--- src/rtl/fhs_pkg.sv ---
// Shared types and encodings for the floppy head seek sequencer.
// Assumes: the request op field is two bits, and the delay index is three bits.
package fhs_pkg;
    typedef enum logic [2:0] {
        ST_IDLE, ST_CHECK, ST_SETUP, ST_PULSE, ST_GAP, ST_SETTLE, ST_SEL, ST_MOT
    } fhs_state_e;

    localparam logic [1:0] OP_SEEK = 2'd0;
    localparam logic [1:0] OP_SEL  = 2'd1;
    localparam logic [1:0] OP_MOT  = 2'd2;

    localparam int NUM_DLY  = 5;
    localparam int DI_STEP  = 0;
    localparam int DI_SETTLE = 1;
    localparam int DI_SEL   = 2;
    localparam int DI_MOT   = 3;
    localparam int DI_IDLE  = 4;
endpackage

--- src/rtl/fhs_delay.sv ---
// Microsecond delay counter. A start loads the count. When tick is high every
// cycle, expired rises in the Nth cycle after the load, for N >= 1.
// Assumes: start is only asserted on a state transition of the owner.
module fhs_delay #(
    parameter int W = 24
) (
    input  logic         clk,
    input  logic         rst_n,
    input  logic         tick,
    input  logic         start,
    input  logic [W-1:0] load_val,
    output logic         expired
);
    logic [W-1:0] cnt;

    // Load on start, otherwise count down once per tick.
    always_ff @(posedge clk) begin
        if (!rst_n)                   cnt <= '0;
        else if (start)               cnt <= load_val;
        else if (tick && cnt != '0)   cnt <= cnt - 1'b1;
    end

    assign expired = (cnt == '0) || (cnt == W'(1) && tick);
endmodule

--- src/rtl/fhs_idle.sv ---
// Inactivity timer. While arm is high it reloads and stays armed. Once arm
// has been low for the loaded number of ticks, it pulses expire and disarms.
// Assumes: arm is high whenever the owner is busy or receives a request.
module fhs_idle #(
    parameter int W = 24
) (
    input  logic         clk,
    input  logic         rst_n,
    input  logic         tick,
    input  logic         arm,
    input  logic [W-1:0] load_val,
    output logic         expire
);
    logic         armed;
    logic [W-1:0] cnt;

    assign expire = armed && !arm && ((cnt == '0) || (cnt == W'(1) && tick));

    // Reload on arm, disarm on expiry, otherwise count ticks.
    always_ff @(posedge clk) begin
        if (!rst_n) begin
            armed <= 1'b0;
            cnt   <= '0;
        end else if (arm) begin
            armed <= 1'b1;
            cnt   <= load_val;
        end else if (expire) begin
            armed <= 1'b0;
        end else if (tick && cnt != '0) begin
            cnt <= cnt - 1'b1;
        end
    end

    p_expire_single_r9: assert property (@(posedge clk) disable iff (!rst_n)
        expire |=> !expire);
endmodule

--- src/rtl/fhs_cfg.sv ---
// Bank of programmable delay registers, each reset to its default.
// Assumes: writes are only honoured while the sequencer is not busy.
module fhs_cfg #(
    parameter int W          = 24,
    parameter int DEF_STEP   = 3000,
    parameter int DEF_SETTLE = 15000,
    parameter int DEF_SEL    = 10,
    parameter int DEF_MOT    = 750000,
    parameter int DEF_IDLE   = 10000000
) (
    input  logic         clk,
    input  logic         rst_n,
    input  logic         busy,
    input  logic         we,
    input  logic [2:0]   addr,
    input  logic [W-1:0] wdata,
    output logic [W-1:0] dly [fhs_pkg::NUM_DLY]
);
    localparam int DEFS [fhs_pkg::NUM_DLY] = '{DEF_STEP, DEF_SETTLE, DEF_SEL, DEF_MOT, DEF_IDLE};

    for (genvar i = 0; i < fhs_pkg::NUM_DLY; i++) begin : g_reg
        // One delay register: default on reset, write only while idle.
        always_ff @(posedge clk) begin
            if (!rst_n)                                  dly[i] <= W'(DEFS[i]);
            else if (we && !busy && addr == 3'(i))       dly[i] <= wdata;
        end

        p_hold_busy_r10: assert property (@(posedge clk) disable iff (!rst_n)
            busy |=> $stable(dly[i]));
    end
endmodule

--- src/rtl/fhs_seek_seq.sv ---
// Floppy head seek sequencer top. It runs the step/recalibrate/settle state
// machine and the select and motor handshakes, and owns the cylinder record.
// Assumes: trk0_n is already synchronised, and us_tick is one cycle per us.
module fhs_seek_seq #(
    parameter int CYL_W      = 8,
    parameter int MAX_CYL    = 85,
    parameter int RECAL_MAX  = 256,
    parameter int DLY_W      = 24,
    parameter int SETUP_US   = 10,
    parameter int PULSE_US   = 10,
    parameter int DEF_STEP   = 3000,
    parameter int DEF_SETTLE = 15000,
    parameter int DEF_SEL    = 10,
    parameter int DEF_MOT    = 750000,
    parameter int DEF_IDLE   = 10000000
) (
    input  logic             clk,
    input  logic             rst_n,
    input  logic             us_tick,
    input  logic             req_valid,
    input  logic [1:0]       req_op,
    input  logic [CYL_W-1:0] req_arg,
    input  logic             cfg_we,
    input  logic [2:0]       cfg_addr,
    input  logic [DLY_W-1:0] cfg_data,
    input  logic             trk0_n,
    output logic             step_dir,
    output logic             step_pulse,
    output logic             drv_sel,
    output logic             motor_on,
    output logic             busy,
    output logic             done,
    output logic             fail,
    output logic             reject,
    output logic [CYL_W-1:0] cur_cyl,
    output logic             cyl_known
);
    import fhs_pkg::*;

    localparam int RC_W = $clog2(RECAL_MAX + 1);

    fhs_state_e       state, nxt;
    logic             recal;
    logic [RC_W-1:0]  rcnt;
    logic [CYL_W-1:0] tgt;
    logic             t_start, t_exp, idle_exp, idle_arm;
    logic [DLY_W-1:0] t_val;
    logic [DLY_W-1:0] dly [NUM_DLY];
    logic             seek_ok, lvl_ok, sel_wait, mot_wait;

    assign busy     = (state != ST_IDLE);
    assign seek_ok  = (req_arg <= CYL_W'(MAX_CYL));
    assign lvl_ok   = (req_arg <= CYL_W'(1));
    assign sel_wait = lvl_ok && req_arg[0] && !drv_sel;
    assign mot_wait = lvl_ok && req_arg[0] && !motor_on;
    assign idle_arm = busy || req_valid;

    fhs_cfg #(.W(DLY_W), .DEF_STEP(DEF_STEP), .DEF_SETTLE(DEF_SETTLE),
              .DEF_SEL(DEF_SEL), .DEF_MOT(DEF_MOT), .DEF_IDLE(DEF_IDLE)) cfg_i (
        .clk(clk), .rst_n(rst_n), .busy(busy), .we(cfg_we),
        .addr(cfg_addr), .wdata(cfg_data), .dly(dly));

    fhs_delay #(.W(DLY_W)) dly_i (
        .clk(clk), .rst_n(rst_n), .tick(us_tick), .start(t_start),
        .load_val(t_val), .expired(t_exp));

    fhs_idle #(.W(DLY_W)) idle_i (
        .clk(clk), .rst_n(rst_n), .tick(us_tick), .arm(idle_arm),
        .load_val(dly[DI_IDLE]), .expire(idle_exp));

    // Next state and delay-timer load selection.
    always_comb begin
        nxt     = state;
        t_start = 1'b0;
        t_val   = '0;
        case (state)
            ST_IDLE: if (req_valid) begin
                if (req_op == OP_SEEK && seek_ok) nxt = ST_CHECK;
                else if (req_op == OP_SEL && sel_wait) begin
                    nxt = ST_SEL; t_start = 1'b1; t_val = dly[DI_SEL];
                end else if (req_op == OP_MOT && mot_wait) begin
                    nxt = ST_MOT; t_start = 1'b1; t_val = dly[DI_MOT];
                end
            end
            ST_CHECK: begin
                if (recal) begin
                    if (trk0_n && rcnt == RC_W'(RECAL_MAX)) nxt = ST_IDLE;
                    else if (trk0_n) begin
                        nxt = ST_SETUP; t_start = 1'b1; t_val = DLY_W'(SETUP_US);
                    end
                end else if (cur_cyl == tgt) begin
                    nxt = ST_SETTLE; t_start = 1'b1; t_val = dly[DI_SETTLE];
                end else begin
                    nxt = ST_SETUP; t_start = 1'b1; t_val = DLY_W'(SETUP_US);
                end
            end
            ST_SETUP: if (t_exp) begin
                nxt = ST_PULSE; t_start = 1'b1; t_val = DLY_W'(PULSE_US);
            end
            ST_PULSE: if (t_exp) begin
                nxt = ST_GAP; t_start = 1'b1; t_val = dly[DI_STEP];
            end
            ST_GAP:    if (t_exp) nxt = ST_CHECK;
            ST_SETTLE, ST_SEL, ST_MOT: if (t_exp) nxt = ST_IDLE;
            default:   nxt = ST_IDLE;
        endcase
    end

    // State, outputs and cylinder record.
    always_ff @(posedge clk) begin
        if (!rst_n) begin
            state <= ST_IDLE; recal <= 1'b0; rcnt <= '0; tgt <= '0;
            step_dir <= 1'b0; step_pulse <= 1'b0; drv_sel <= 1'b0; motor_on <= 1'b0;
            done <= 1'b0; fail <= 1'b0; reject <= 1'b0;
            cur_cyl <= '0; cyl_known <= 1'b0;
        end else begin
            state  <= nxt;
            done   <= 1'b0;
            fail   <= 1'b0;
            reject <= 1'b0;
            case (state)
                ST_IDLE: begin
                    if (idle_exp) begin
                        drv_sel  <= 1'b0;
                        motor_on <= 1'b0;
                    end
                    if (req_valid) begin
                        case (req_op)
                            OP_SEEK: if (seek_ok) begin
                                tgt   <= req_arg;
                                recal <= (req_arg == '0) || !cyl_known;
                                rcnt  <= '0;
                            end else reject <= 1'b1;
                            OP_SEL: if (!lvl_ok) reject <= 1'b1;
                                    else begin drv_sel <= req_arg[0]; done <= !sel_wait; end
                            OP_MOT: if (!lvl_ok) reject <= 1'b1;
                                    else begin motor_on <= req_arg[0]; done <= !mot_wait; end
                            default: reject <= 1'b1;
                        endcase
                    end
                end
                ST_CHECK: begin
                    if (recal) begin
                        if (!trk0_n) begin
                            recal <= 1'b0; cur_cyl <= '0; cyl_known <= 1'b1;
                        end else if (rcnt == RC_W'(RECAL_MAX)) begin
                            cyl_known <= 1'b0; fail <= 1'b1;
                        end else begin
                            step_dir <= 1'b0; rcnt <= rcnt + 1'b1;
                        end
                    end else if (cur_cyl != tgt) begin
                        step_dir <= (tgt > cur_cyl);
                    end
                end
                ST_SETUP: if (t_exp) step_pulse <= 1'b1;
                ST_PULSE: if (t_exp) step_pulse <= 1'b0;
                ST_GAP:   if (t_exp && !recal)
                              cur_cyl <= step_dir ? cur_cyl + 1'b1 : cur_cyl - 1'b1;
                ST_SETTLE, ST_SEL, ST_MOT: if (t_exp) done <= 1'b1;
                default: ;
            endcase
        end
    end

    p_dir_hold_r1: assert property (@(posedge clk) disable iff (!rst_n)
        step_pulse |-> $stable(step_dir));
    p_step_busy_r6: assert property (@(posedge clk) disable iff (!rst_n)
        step_pulse |-> busy);
    p_known_range_r2: assert property (@(posedge clk) disable iff (!rst_n)
        cyl_known |-> (cur_cyl <= CYL_W'(MAX_CYL)));
    p_recal_bound_r3: assert property (@(posedge clk) disable iff (!rst_n)
        rcnt <= RC_W'(RECAL_MAX));
    p_fail_unknown_r4: assert property (@(posedge clk) disable iff (!rst_n)
        fail |-> !cyl_known);
    p_one_result_r6: assert property (@(posedge clk) disable iff (!rst_n)
        $onehot0({done, fail, reject}));
    p_reject_idle_r5: assert property (@(posedge clk) disable iff (!rst_n)
        reject |-> !busy);
    p_idle_off_r9: assert property (@(posedge clk) disable iff (!rst_n)
        idle_exp |=> (!drv_sel && !motor_on));
endmodule

--- config.mk ---
export PLATFORM = sky130hd
export DESIGN_NAME = fhs_seek_seq
export DESIGN_NICKNAME = d
export VERILOG_FILES = /design/src/rtl/fhs_pkg.sv /design/src/rtl/fhs_delay.sv /design/src/rtl/fhs_idle.sv /design/src/rtl/fhs_cfg.sv /design/src/rtl/fhs_seek_seq.sv
export SDC_FILE = /design/constraint.sdc
export NUM_CORES = 1
export LEC_CHECK = 0
export ABC_AREA = 1
export BUFFER_PORTS_ARGS = -buffer_cell sky130_fd_sc_hd__buf_2
export CORE_UTILIZATION = 47
export DETAILED_ROUTE_END_ITERATION = 8
export SYNTH_ARGS = -nofsm -noshare
export SYNTH_HDL_FRONTEND = slang
export SYNTH_SLANG_ARGS = --single-unit
--- constraint.sdc ---
create_clock -name clk -period 2.5 [get_ports clk]
set_clock_uncertainty 0.05 [all_clocks]
set_input_delay 0 -clock clk [delete_from_list [all_inputs] [get_ports clk]]
set_output_delay 0 -clock clk [all_outputs]
set_load 0.005 [all_outputs]
After elaboration in Yosys (flattened, before gate mapping)

Index checks and enable logic that the tools add are counted.

ROM bits: 0
Flip-flop bits (word level): 206
Memory bits (writable): 0
Bits of input ports: 43
Bits in latches: 0
Logic and storage cells: 210
Output and inout bits: 17
Memories: 0

Shift operators: 0
Multiplexer cells: 83
Order comparisons: 3
Bitwise logic cells: 0
Reductions and logical operators: 62
Add/subtract/negate cells: 5
Equal/unequal tests: 36
Multiply operators: 0
Div/mod/pow operators: 0

Operator list:

| kind                                                                   | number |
|---|---|
| 24-bit two-way mux                                                     | 12 |
| 24-bit case mux with 4 select lines                                    | 1 |
| 9-bit two-way mux                                                      | 6 |
| 24-bit by 1-bit equality test with 1-bit output, second input constant | 2 |
| 24-bit logical NOT                                                     | 2 |
| 24-bit nonzero test                                                    | 2 |
| 24-bit by 1-bit subtractor with 24-bit output, second input constant   | 2 |
| 1-bit two-way mux                                                      | 36 |
| 3-bit two-way mux                                                      | 12 |
| 8-bit two-way mux                                                      | 4 |
| 2-bit inequality test, second input constant                           | 14 |
| 1-bit logical AND                                                      | 20 |
| 4-bit AND reduction                                                    | 5 |
| 3-bit case mux with 6 select lines                                     | 1 |
| 9-bit case mux with 2 select lines                                     | 1 |
| 8-bit case mux with 2 select lines                                     | 1 |
| 3-bit equality test, second input constant                             | 5 |
| 7-bit AND reduction                                                    | 2 |
| 2-bit nonzero test                                                     | 7 |
| 3-bit by 2-bit equality test with 1-bit output, second input constant  | 4 |
| 4-bit two-way mux                                                      | 3 |
| 1-bit case mux with 2 select lines                                     | 5 |
| 9-bit by 1-bit adder with 9-bit output, second input constant          | 1 |
| 9-bit equality test, second input constant                             | 1 |
| other kinds (23)                                                       | 40 |

Longest topological paths before layout

Word-level depth: 10
Gate-level depth with buffers: 15
Mapped depth without buffers: 14

By module

Synthesis repeated with hierarchy kept, for this count alone.

Cell total of the unflattened synthesis: 1907
Area total of the unflattened synthesis: 11927.7 um^2

By module, submodules not included:

| module       | seq. area each (um^2) | area an instance (um^2) | times used | cells each |
|---|---|---|---|---|
| fhs_cfg      | 2402.3                | 4707.0                  | 1          | 659 |
| fhs_seek_seq | 740.7                 | 3304.4                  | 1          | 549 |
| fhs_idle     | 500.5                 | 2042.0                  | 1          | 369 |
| fhs_delay    | 480.5                 | 1874.3                  | 1          | 330 |

Worst setup path before layout

OpenSTA, ideal clock, no wires.

Kind: flip-flop to flip-flop
Start point: register step_dir
End point: register cur_cyl[5]
Library setup time: 0.115 ns
Buffers on the path: 0
Setup slack: 0.585 ns
Stages on the path, launching flop included: 11
Data arrival time: 1.751 ns
Data required time: 2.335 ns
Period minus slack after synthesis: 1.915 ns
Cells stage by stage: dfxtp_1 -> inv_1 -> ha_1 -> a21oi_1 -> nand2_1 -> nand2_1 -> nand2_1 -> a21oi_1 -> xor2_1 -> nor2_1 -> o21a_1

Longest elaborated chain between the ends: 3

Ends and longest elaborated chain:

| what                               | RTL line            | text |
|---|---|---|
| start, declared                    | fhs_seek_seq.sv:27  | `output logic step_dir,` |
| start signal, assigned             | fhs_seek_seq.sv:152 | `step_dir <= (tgt > cur_cyl);` |
| 8-bit two-way mux                  | fhs_seek_seq.sv:158 | `cur_cyl <= step_dir ? cur_cyl + 1'b1 : cur_cyl - 1'b1;` |
| 8-bit two-way mux                  | fhs_seek_seq.sv:157 | `ST_GAP: if (t_exp && !recal)` |
| 8-bit case mux with 2 select lines | fhs_seek_seq.sv:121 | `case (state)` |
| end signal, assigned               | fhs_seek_seq.sv:158 |  |
| end, declared                      | fhs_seek_seq.sv:35  | `output logic [CYL_W-1:0] cur_cyl,` |

No other way between the ends. The select of a mux whose other input is x is not followed.
A chain may end at the register's enable or synchronous reset.

Worst setup path in the final report

Start point: register dly_i.cnt[0]
End point: register dly_i.cnt[14]

Longest elaborated chain between the ends: 6
Elaborated cells on any way between the ends: 14
Those cells by class: add/sub (1); eq/ne (1); mux (6); reduce/logical (6)

Ends and longest elaborated chain:

| what                                                                                  | RTL line        | text |
|---|---|---|
| start, declared                                                                       | fhs_delay.sv:14 | `logic [W-1:0] cnt;` |
| start signal, assigned                                                                | fhs_delay.sv:19 | `else if (start) cnt <= load_val;` |
| start signal, assigned                                                                | fhs_delay.sv:20 | `else if (tick && cnt != '0) cnt <= cnt - 1'b1;` |
| branches (longest 6 deep; another with 24-bit by 1-bit subtractor with 24-bit output) | n/a             |  |

Parallel ways; which one is timed is not known. The select of a mux whose other input is x is not followed.

==> flow_metrics.tcl <==
set metrics [dict create \
    fp-row-count 55 \
    ys_ff_latch 206 \
    synth_compound_area_frac 0.187 \
    crit_required_ps 2860 \
    post-route-min-period_ps 2260 \
    power_density_nw_per_um2 971 \
    grt_start_max_net_pins 161 \
    place_congestion 0.908 \
    worst-setup-path-type "reg2reg" \
    yosys.area_share.simple 0.287 \
    io_buffer_count 59 \
    drt_iter0_markers 833 \
    synth_fp_nets 1695 \
    dp_hpwl_mm 22.9 \
    syn_to_final_growth_pct 17.2 \
    max_slew_margin 0.458 \
    timing.final.crit_share 0.904 \
    grt_antenna_before_repair 0 \
    drive_gt1_frac 0.105 \
    tightest_slew_ps 808 \
    syn_inst 1626 \
    whs_ps 3.59 \
    r2r_slack_ps 240 \
    clock_latency_ps 530 \
    wl_mm 32.4 \
    synth.avg_cell_area_sq_um 6.79 \
    initial_core_util 0.483 \
    overflow 0 \
    cts-root-buf "clkbuf_16" \
    setup-violations-final 0 \
    synth_edf_count 0 \
    htree_levels 1 \
    endpoint_kind "register" \
    yosys.area.top_type_share 0.374 \
    fp.dieW_um 155 \
    synth-xor-area-share 0.0270 \
    cts_tree "done" \
    cpPeakStageDelay_ps 440 \
    whs_path_depth 4 \
    path_cells "inv_1 -> ha_1 -> nand2_1 -> nor2_1 -> nand3_1 -> nand2_1 -> a21oi_4 -> buf_4 -> nand2_4 -> inv_1 -> nand2_1 -> nor2_1 -> nor2_1" \
    synth_area_sq_um 11000 \
    io_pins 60 \
    drtAntennaViolNets 0 \
    clockBufferDepth 3 \
    p_leak_nw 5.98 \
    grt_usage 0.268 \
    drc 0 \
    critPathBufInv 3 \
    slew_viol_final 0 \
    max_clock_freq_mhz 442 \
    via_per_inst 5.25 \
    min_from "rst_n" \
    synth_top_flop_cell "dfxtp_1" \
    r2r-end "dly_i.cnt[14]$_SDFFE_PN0P_" \
    ir_worst_vdd_mv 0.542 \
    grt_pass1_wl_mm 51.5 \
    maxCapViolations 0 \
    path_max_fanout 5 \
    cpMaxStageDelayCell "dfxtp_1" \
    antenna_cells 0 \
    synth_top_family_by_area "simple AND/OR/NAND/NOR gates" \
    dieArea_sq_um 24100 \
    vias 10800 \
    hp-class "in2reg" \
    r2r-start "dly_i.cnt[0]$_SDFFE_PN0P_" \
    cts.sinks 206 \
    hold_viol 0 \
    dieHeight_um 155 \
    wl_per_cell_um 15.8 \
    crit_path_start_kind "register" \
    core_sq_um 22800 \
    final.setup.tns_ps 0 \
    final_common_cell "nand2_1" \
    rsz0062_at_grt "no" \
    path_delay_family "simple AND/OR/NAND/NOR gates" \
    yosys-top-cells-area "dfxtp_1, nand2_1, a21oi_1" \
    status "finished clean" \
    reg2reg_depth 13 \
    dr.pass1.iters 7 \
    layout_common_cells "nand2_1, dfxtp_1, nor2_1, inv_1, a21oi_1" \
    grt_pass1_vias 9824 \
    synthDistinctLibCells 52 \
    yosys_warnings 0 \
    synth_mux_area_frac 0.00363 \
    synth_fa_ha_area_frac 0.0301 \
    cts_inserted_buffers 24 \
    holdPathEnd "state[2]$_SDFFE_PN0P_" \
    yosysTopAreaCell "dfxtp_1" \
    arrival_ps 2620 \
    nNetsFinal 1790 \
    async_reset_ff_frac 0 \
    synth_seq_area_share 0.374 \
    clk_pin_slew_ps 60 \
]
## how the worst max path moves through the flow
stage                                     startpoint                           to  slack, ps  cells after the start
final                      dly_i.cnt[0]$_SDFFE_PN0P_   dly_i.cnt[14]$_SDFFE_PN0P_        240                     13
after global routing      idle_i.cnt[0]$_SDFFE_PN0P_  idle_i.cnt[23]$_SDFFE_PN0P_         30                     12
after CTS                  dly_i.cnt[0]$_SDFFE_PN0P_   dly_i.cnt[21]$_SDFFE_PN0P_        140                     11
after detailed placement   dly_i.cnt[0]$_SDFFE_PN0P_    dly_i.cnt[3]$_SDFFE_PN0P_        170                     11
after global placement     dly_i.cnt[0]$_SDFFE_PN0P_    dly_i.cnt[3]$_SDFFE_PN0P_        170                     11
after floorplan                step_dir$_SDFFE_PN0P_      cur_cyl[5]$_SDFFE_PN0P_        580                     10
## cell type report
type	count	area (sq um)
tap	313	392
timing repair buffer	139	1020
clock inverter	9	98.8
inverter	181	684
clock buffer	34	709
sequential	206	4120
fill	2309	9900
multi-input combinational	1169	5910
## cells in the mapped netlist, types with 2 or more instances
cell / count
nand2_1: 347
dfxtp_1: 206
nor2_1: 204
inv_1: 165
a21oi_1: 159
o21ai_0: 154
nand3_1: 94
nand4_1: 35
clkbuf_1: 33
buf_2: 30
o211ai_1: 26
xor2_1: 26
ha_1: 25
nor3_1: 21
inv_2: 12
xnor2_1: 8
o211ai_2: 7
nand3b_1: 5
o21a_1: 5
a31oi_1: 4
clkinv_1: 4
mux2i_1: 4
buf_4: 3
buf_6: 3
nand2_2: 3
nor3_4: 3
o21ai_1: 3
o22ai_1: 3
a211oi_1: 2
a21o_1: 2
a22oi_1: 2
and2_1: 2
nand2_4: 2
nand3_2: 2
nand4_4: 2
nor2_4: 2
nor4_1: 2
o21bai_1: 2
## logic make-up after synthesis
group / Yosys count
AND/OR/NAND/NOR: 730
flip-flops: 206
adder cells (fa/ha/maj): 26
AO/OA/AOI/OAI: 375
buffers and inverters: 251
multiplexers: 4
XOR/XNOR: 34
## power by group
part / switching [mW] / total, mW / internal [mW] / leakage, nW
Combinational: 3.05 / 4.72 / 1.67 / 3.90
Clock: 1.43 / 3.61 / 2.18 / 0.405
Sequential: 0.452 / 4.25 / 3.79 / 1.68
## flip-flops by register name, summed over array words and instances (netlist names)
| name | cells |
|---|---|
| cfg_i.dly | 120 |
| cur_cyl | 8 |
| cyl_known | 1 |
| dly_i.cnt | 24 |
| done | 1 |
| drv_sel | 1 |
| fail | 1 |
| idle_i.armed | 1 |
| idle_i.cnt | 24 |
| motor_on | 1 |
| rcnt | 9 |
| recal | 1 |
| reject | 1 |
| state | 3 |
| step_dir | 1 |
| step_pulse | 1 |
| tgt | 8 |
## what timing repair did
item / 4_1_cts / 5_1_grt
gates resized for setup: 0 / 6
hold buffers: 38 / 0
setup endpoints to repair: 0 / 19
endpoints found under the hold margin: 135 / 0
setup buffers: 0 / 2
## metrics by stage
step | power, mW | setup slack (ps) | utilization | instances | area [sq um]
6_report | 12.6 | 239 | 0.566 | 2051 | 12900
5_1_grt | 13.5 | 27.7 | 0.566 | 2051 | 12900
4_1_cts | 12.6 | 139 | 0.565 | 2049 | 12900
3_5_place_dp | 8.91 | 167 | 0.513 | 1968 | 11700
3_3_place_gp | 8.89 | 175 | 0.513 | 1968 | 11700
2_1_floorplan | 7.71 | 585 | - | 1626 | 11000
## layer usage
metal  routed length [um]  global-route usage  share of wire  vias to the layer above
li1                     -                   -              -                     5538
met1                15200               0.369           0.47                     4894
met2                14400               0.433           0.44                      283
met3                 1870              0.0351          0.058                       59
met4                  901              0.0910          0.028                        0
met5                    0                   0              0                        -
## worst reg2reg max path, delay by kind of cell, from the launching register on
kind	cells	cell delay [ps]
AOI/OAI and AO/OA	1	230
adders and majority gates	1	230
buffers and inverters	3	480
and+or+nand+nor	8	740
DFF	1	440
Note: power is estimated with default switching activity, not from simulation.
